[src/rtl/txring_pkg.sv]
package txring_pkg;
  localparam int CTRL_W  = 32;
  localparam int OWN_BIT = 31;
  localparam int EOR_BIT = 30;
  localparam int LS_BIT  = 29;
  localparam int FS_BIT  = 28;

  typedef struct packed {
    logic loadDesc;
    logic sendByte;
    logic writeBack;
    logic advance;
  } ctlStrobes_t;

  typedef enum logic [1:0] {
    ST_IDLE  = 2'd0,
    ST_CHECK = 2'd1,
    ST_SEND  = 2'd2,
    ST_WBACK = 2'd3
  } engState_t;
endpackage

[src/rtl/txring_datapath.sv]
module txring_datapath
  import txring_pkg::*;
#(
  parameter int DEPTH   = 8,
  parameter int ADDR_W  = 16,
  parameter int MAX_LEN = 1536,
  parameter int MIN_LEN = 60,
  localparam int IDX_W  = $clog2(DEPTH),
  localparam int LEN_W  = $clog2(MAX_LEN + 1)
) (
  input  logic              clk,
  input  logic              rstN,
  input  ctlStrobes_t       strb,
  input  logic              descWrEn,
  input  logic [IDX_W-1:0]  descWrIdx,
  input  logic [CTRL_W-1:0] descWrCtrl,
  input  logic [ADDR_W-1:0] descWrPtr,
  input  logic [IDX_W-1:0]  descRdIdx,
  output logic [CTRL_W-1:0] descRdCtrl,
  output logic [ADDR_W-1:0] bufAddr,
  input  logic [7:0]        bufData,
  output logic              txValid,
  output logic [7:0]        txData,
  output logic              txFirst,
  output logic              txLast,
  output logic              descOwned,
  output logic              descBad,
  output logic              lastByte
);
  logic [CTRL_W-1:0] ctrlMem [DEPTH];
  logic [ADDR_W-1:0] ptrMem  [DEPTH];
  logic [IDX_W-1:0]  idx;
  logic [LEN_W-1:0]  curLen, byteCnt, effLen, lookLen;
  logic [ADDR_W-1:0] curPtr;
  logic              curFs, curLs, lookEor;

  assign lookLen   = ctrlMem[idx][LEN_W-1:0];
  assign lookEor   = ctrlMem[idx][EOR_BIT];
  assign descOwned = ctrlMem[idx][OWN_BIT];
  assign descBad   = (lookLen == '0) || (int'(lookLen) > MAX_LEN) || ptrMem[idx][0];

  assign effLen   = (int'(curLen) < MIN_LEN) ? LEN_W'(MIN_LEN) : curLen;
  assign lastByte = (byteCnt == effLen - LEN_W'(1));

  // descriptor storage: engine write-back first, software write wins on collision
  always_ff @(posedge clk) begin
    if (!rstN) begin
      for (int i = 0; i < DEPTH; i++) begin
        ctrlMem[i] <= '0;
        ptrMem[i]  <= '0;
      end
    end else begin
      if (strb.writeBack) ctrlMem[idx][OWN_BIT] <= 1'b0;
      if (descWrEn) begin
        ctrlMem[descWrIdx] <= descWrCtrl;
        ptrMem[descWrIdx]  <= descWrPtr;
      end
    end
  end

  always_ff @(posedge clk) begin
    if (!rstN) begin
      idx     <= '0;
      curLen  <= '0;
      curPtr  <= '0;
      curFs   <= 1'b0;
      curLs   <= 1'b0;
      byteCnt <= '0;
    end else begin
      if (strb.loadDesc) begin
        curLen  <= lookLen;
        curPtr  <= ptrMem[idx];
        curFs   <= ctrlMem[idx][FS_BIT];
        curLs   <= ctrlMem[idx][LS_BIT];
        byteCnt <= '0;
      end else if (strb.sendByte) begin
        byteCnt <= byteCnt + LEN_W'(1);
      end
      if (strb.advance)
        idx <= (lookEor || (int'(idx) == DEPTH - 1)) ? '0 : idx + IDX_W'(1);
    end
  end

  assign descRdCtrl = ctrlMem[descRdIdx];
  assign bufAddr    = curPtr + ADDR_W'(byteCnt);
  assign txValid    = strb.sendByte;
  assign txData     = (byteCnt < curLen) ? bufData : 8'h00;
  assign txFirst    = strb.sendByte && (byteCnt == '0) && curFs;
  assign txLast     = strb.sendByte && lastByte && curLs;


  idx_hold_chk: assert property (@(posedge clk) disable iff (!rstN)
    !$past(strb.advance) |-> $stable(idx));

  ring_wrap_chk: assert property (@(posedge clk) disable iff (!rstN)
    $past(strb.advance && lookEor) |-> (idx == '0));

  marker_valid_chk: assert property (@(posedge clk) disable iff (!rstN)
    (txFirst || txLast) |-> txValid);

  owner_clear_chk: assert property (@(posedge clk) disable iff (!rstN)
    ($past(strb.writeBack) && !$past(descWrEn)) |-> !ctrlMem[$past(idx)][OWN_BIT]);
endmodule

[src/rtl/txring_control.sv]
module txring_control
  import txring_pkg::*;
(
  input  logic        clk,
  input  logic        rstN,
  input  logic        pollWr,
  input  logic        descOwned,
  input  logic        descBad,
  input  logic        lastByte,
  output ctlStrobes_t strb,
  output logic        txDone,
  output logic        txErr
);
  engState_t state, stateNext;
  logic      pollPend, errQ;

  always_comb begin
    stateNext = state;
    strb      = '0;
    unique case (state)
      ST_IDLE:  if (pollPend) stateNext = ST_CHECK;
      ST_CHECK: begin
        if (!descOwned)   stateNext = ST_IDLE;
        else if (descBad) stateNext = ST_WBACK;
        else begin
          strb.loadDesc = 1'b1;
          stateNext     = ST_SEND;
        end
      end
      ST_SEND: begin
        strb.sendByte = 1'b1;
        if (lastByte) stateNext = ST_WBACK;
      end
      ST_WBACK: begin
        strb.writeBack = 1'b1;
        strb.advance   = 1'b1;
        stateNext      = ST_CHECK;
      end
      default: stateNext = ST_IDLE;
    endcase
  end

  always_ff @(posedge clk) begin
    if (!rstN) begin
      state    <= ST_IDLE;
      pollPend <= 1'b0;
      errQ     <= 1'b0;
    end else begin
      state    <= stateNext;
      pollPend <= pollWr || (pollPend && state != ST_IDLE);
      if (state == ST_CHECK) errQ <= descBad;
    end
  end

  assign txDone = (state == ST_WBACK) && !errQ;
  assign txErr  = (state == ST_WBACK) && errQ;


  done_err_excl_chk: assert property (@(posedge clk) disable iff (!rstN)
    !(txDone && txErr));

  done_after_last_chk: assert property (@(posedge clk) disable iff (!rstN)
    (strb.sendByte && lastByte) |=> txDone);

  idle_unowned_chk: assert property (@(posedge clk) disable iff (!rstN)
    (state == ST_CHECK && !descOwned) |=> (state == ST_IDLE));
endmodule

[src/rtl/txring_engine.sv]
module txring_engine
  import txring_pkg::*;
#(
  parameter int DEPTH   = 8,
  parameter int ADDR_W  = 16,
  parameter int MAX_LEN = 1536,
  parameter int MIN_LEN = 60,
  localparam int IDX_W  = $clog2(DEPTH)
) (
  input  logic              clk,
  input  logic              rstN,
  input  logic              pollWr,
  input  logic              descWrEn,
  input  logic [IDX_W-1:0]  descWrIdx,
  input  logic [31:0]       descWrCtrl,
  input  logic [ADDR_W-1:0] descWrPtr,
  input  logic [IDX_W-1:0]  descRdIdx,
  output logic [31:0]       descRdCtrl,
  output logic [ADDR_W-1:0] bufAddr,
  input  logic [7:0]        bufData,
  output logic              txValid,
  output logic [7:0]        txData,
  output logic              txFirst,
  output logic              txLast,
  output logic              txDone,
  output logic              txErr
);
  ctlStrobes_t strb;
  logic descOwned, descBad, lastByte;

  txring_control u_ctl (
    .clk, .rstN, .pollWr, .descOwned, .descBad, .lastByte,
    .strb, .txDone, .txErr
  );

  txring_datapath #(
    .DEPTH(DEPTH), .ADDR_W(ADDR_W), .MAX_LEN(MAX_LEN), .MIN_LEN(MIN_LEN)
  ) u_dp (
    .clk, .rstN, .strb, .descWrEn, .descWrIdx, .descWrCtrl, .descWrPtr,
    .descRdIdx, .descRdCtrl, .bufAddr, .bufData, .txValid, .txData,
    .txFirst, .txLast, .descOwned, .descBad, .lastByte
  );
endmodule

[config.mk]
export PLATFORM = sky130hd
export DESIGN_NAME = txring_engine
export DESIGN_NICKNAME = d
export VERILOG_FILES = /design/src/rtl/txring_pkg.sv /design/src/rtl/txring_datapath.sv /design/src/rtl/txring_control.sv /design/src/rtl/txring_engine.sv
export SDC_FILE = /design/constraint.sdc
export NUM_CORES = 1
export LEC_CHECK = 0
export ABC_CLOCK_PERIOD_IN_PS = 4300
export BUFFER_PORTS_ARGS = -buffer_cell sky130_fd_sc_hd__buf_2
export CAP_MARGIN = 20
export CORE_MARGIN = 2
export CORE_UTILIZATION = 55
export DETAILED_ROUTE_END_ITERATION = 10
export MAX_ROUTING_LAYER = met4
export PLACE_DENSITY_LB_ADDON = 0.05
export SLEW_MARGIN = 0
export SYNTH_ARGS = -nofsm -noshare
export SYNTH_HDL_FRONTEND = slang
export SYNTH_SLANG_ARGS = --single-unit
[constraint.sdc]
create_clock -name clk -period 4.3 [get_ports clk]
set_input_delay 0 -clock clk [delete_from_list [all_inputs] [get_ports clk]]
set_output_delay 0 -clock clk [all_outputs]
set_load 0.005 [all_outputs]
==> impl_metrics.yaml <==
route:
  via_total_after_detailed_routing: 13540
  drt_first_iter_violations: 1147
  route.detailed.wl_per_inst_um: 23.78
  postRouteAntennaNets: 0
  met3_layer_wire_length_in_the_routed_design_mm: 3.467
  route.detailed.vias_per_inst: 5.929
  detailedRoute.firstPassIterationCount: 5
  met2_wirelength_mm: 26.24
  drt_drc_violations_left: 0
  maxUsedRoutingLayer: "met4"
  routedLengthMet1_mm: 23.37
  aggregate_routed_wire_length_mm: 54.31
timing:
  post-route-period-util_pct: 85.08
  timing_hold_violations_final: 0
  period_needed_ps: 3658
  clock-skew-final_ps: 15.50
  setup_total_negative_slack_ps: 0
  timing.max_slew.rel_slack_pct: 25.31
  maxSlewViolCount: 0
  setup_viol_count_final: 0
  worst_slack_ps: 641.6
  setup_repair_after_global_routing_missed_its_margin: "no"
  achievable-frequency_mhz: 273.3
  tightest_slew_ps: 1120
grt:
  grt_start_max_net_pins: 65
  grt_antenna_before_repair: 1
  via_count_of_the_first_global_routing_pass: 13700
  grt_pass1_wl_mm: 82.74
  grt.total_usage_pct: 27.46
  overflow: 0
clock_tree:
  clk-insertion-delay-late_ps: 580
  cts.reportedPaths.clkPinSlew_ps: 60
  cts_tree: "yes"
  cts_htree_levels: 2
  cts.sinks: 434
  cts_inserted_buffers: 46
  clk_path_buf_depth: 3
  cts_root_buf: "clkbuf_16"
pwr:
  pwr_density_cell_mw_per_mm2: 377.4
  total_power_uw: 9453
  maximum_vdd_drop_uv: 447.3
  static_leakage_uw: 0.009318
final_layout:
  n_fill_cell: 3072
  nets: 1822
  synthToLayoutAreaGrowth_pct: 13.67
  finish.cell_count_without_fillers: 2284
  post_route_cells_drive_above_1_share_pct: 23.83
  utilization_pct: 63.18
synth:
  synth_edf_count: 384
  syn-cell-area_mm2: 0.02203
  synth_seq_cells: 434
  postSynth.topFlopCell: "edfxtp_1"
  post-synth-top-area-cell: "edfxtp_1"
  synth_cell_types: 79
  ys_warn_count: 0
  synth_cells: 1580
  syn_avg_cell_area_um2: 13.95
  mappedNetlistNets: 1677
  postSynth.asyncResetShare_pct: 0
  synth-seq-area-share_pct: 56.88
  synth_largest_type_area_fraction_pct: 52.33
  ys_top_cells_by_area: "edfxtp_1 52%, mux4_2 12%, and2_1 9.9%"
place:
  place_inst: 2152
  dp.final_hpwl_mm: 31.52
  place_ws_ps: 1081
  placement.io_buffers: 126
  globalplace.congestion: 0.9330
floorplanning:
  boundaryPins: 127
  die_height_um: 204.2
  die_boundary_width_um: 204.2
  core_region_area_mm2: 0.03964
  die_area_mm2: 0.04168
  floorplan.rows: 73
  initial_utilization_pct: 55.58
worst_setup_path:
  setup.worst_path.class: "reg -> out"
  timing.critical_path.from_type: "flop"
  crit_fanout: 8
  worstRegToRegCells: 11
  critPathArrivalTime_ps: 3660
  timing.critical_path.required_ps: 4300
  crit_end_element: "output pin"
hold_path:
  timing.hold.worst_path_depth: 4
  min_path_type: "in -> reg"
outcome:
  run_status: "finished, final reports clean"
run:
  drv.max_cap_violation_count: 0
-- area by class of cell --
cell class	count	area [um^2]	area share (%)
inverters	36	135.1	0.5395
clock buffers	62	1211	4.836
repair buffers	204	1406	5.615
clock inverters	19	148.9	0.5945
multi-input cells	1003	8946	35.72
flip-flops and latches	434	12540	50.06
well taps	525	656.9	2.623
diodes	1	2.502	0.009991
-- metrics by stage --
| step | hold WS, ps | instance area (um^2) |
|---|---|---|
| floorplan | 74.31 | 22030 |
| global placement | 253.3 | 23180 |
| detailed placement | 260.2 | 23180 |
| CTS | 9.410 | 25040 |
| global route | 69.22 | 25050 |
| finish | 34.61 | 25050 |
-- placed cells by master, fill, tap and decap left out, types with 24 or more instances in the layout --
cell type	instances
and2_1	347
and3_1	51
buf_2	125
buf_4	24
clkbuf_16	46
dfxtp_1	47
dlygate4sd3_1	50
edfxtp_1	384
ha_1	30
inv_1	35
mux2_2	61
mux2i_1	41
mux4_2	116
nand2_1	85
nor2_1	32
-- logic make-up (layout without fill, tap and decap cells) --
logic type	Yosys count	count (layout)	synth area share, %
other	0	1	0
and+or+nand+nor	621	621	16.31
xor gates and xnor gates	31	31	1.232
buffers and inverters	143	321	2.987
AOI/OAI and AO/OA	96	96	3.242
adders and majority gates	31	31	1.794
muxes	224	224	17.55
DFF	434	434	56.88
-- layer usage --
| metal | vias up | track usage [%] |
|---|---|---|
| met5 | - | - |
| met4 | 0 | 7.660 |
| met3 | 84 | 3.731 |
| met2 | 448 | 43.81 |
| met1 | 6842 | 37.38 |
| li1 | 6167 | - |
-- worst max-delay path, stage by stage, from the launching register on --
cell and delay [ps]:
dfxtp_1 380, or3_1 450, or2_1 350, o21ai_0 200, ha_1 220, nor3b_1 420, xnor2_1 170, a21oi_1 90
o31ai_1 280, nand4_1 180, nor2_1 200, buf_2 140
-- report_power, final --
part | switching (uW) | internal, uW
registers | 97.6 | 4830
clock network | 1610 | 2090
logic | 443 | 386
-- repair_timing --
item                      in CTS  in global routing
gates resized for setup        0                  0
buffers inserted               0                  0
hold endpoints to repair     391                  0
hold buffers                  50                  0
-- registers in the layout, summed over array words and instances (netlist names), named ones only --
name,flops
u_dp.curFs,1
u_dp.curLen,11
u_dp.ptrMem,128
u_ctl.pollPend,1
u_dp.curLs,1
u_dp.byteCnt,11
u_dp.idx,3
u_ctl.state,2
u_dp.curPtr,16
u_dp.ctrlMem,256
u_ctl.errQ,1
-- worst paths after layout --
check	startpoint	to	slack, ps
setup / recovery	u_dp.curLen[8]	txLast	640
setup reg to reg	u_dp.curLen[8]	u_ctl.state[1]	1010
hold / removal	descWrIdx[1]	u_dp.ctrlMem[0][31]	30
hold reg to reg	u_dp.curLs	u_dp.curLs	460
-- Yosys cell counts, types with 4 or more instances --
| master | number |
|---|---|
| edfxtp_1 | 384 |
| and2_1 | 347 |
| mux4_2 | 116 |
| nand2_1 | 86 |
| clkbuf_1 | 75 |
| mux2_2 | 61 |
| and3_1 | 51 |
| dfxtp_1 | 50 |
| mux2i_1 | 41 |
| nor2_1 | 36 |
| inv_1 | 35 |
| ha_1 | 30 |
| xnor2_1 | 21 |
| nand2b_1 | 20 |
| nor3_1 | 19 |
| o21ai_0 | 16 |
| nand3_1 | 13 |
| a21oi_1 | 12 |
| a211oi_1 | 10 |
| xor2_1 | 10 |
| buf_1 | 9 |
| nor3b_1 | 9 |
| buf_2 | 8 |
| nand4_1 | 8 |
| nor2b_1 | 8 |
| mux4_1 | 6 |
| o21bai_1 | 6 |
| a21o_1 | 5 |
| a31oi_1 | 5 |
| buf_6 | 5 |
| nor4_1 | 5 |
| o22ai_1 | 4 |
(Power assumes the default switching activity.)
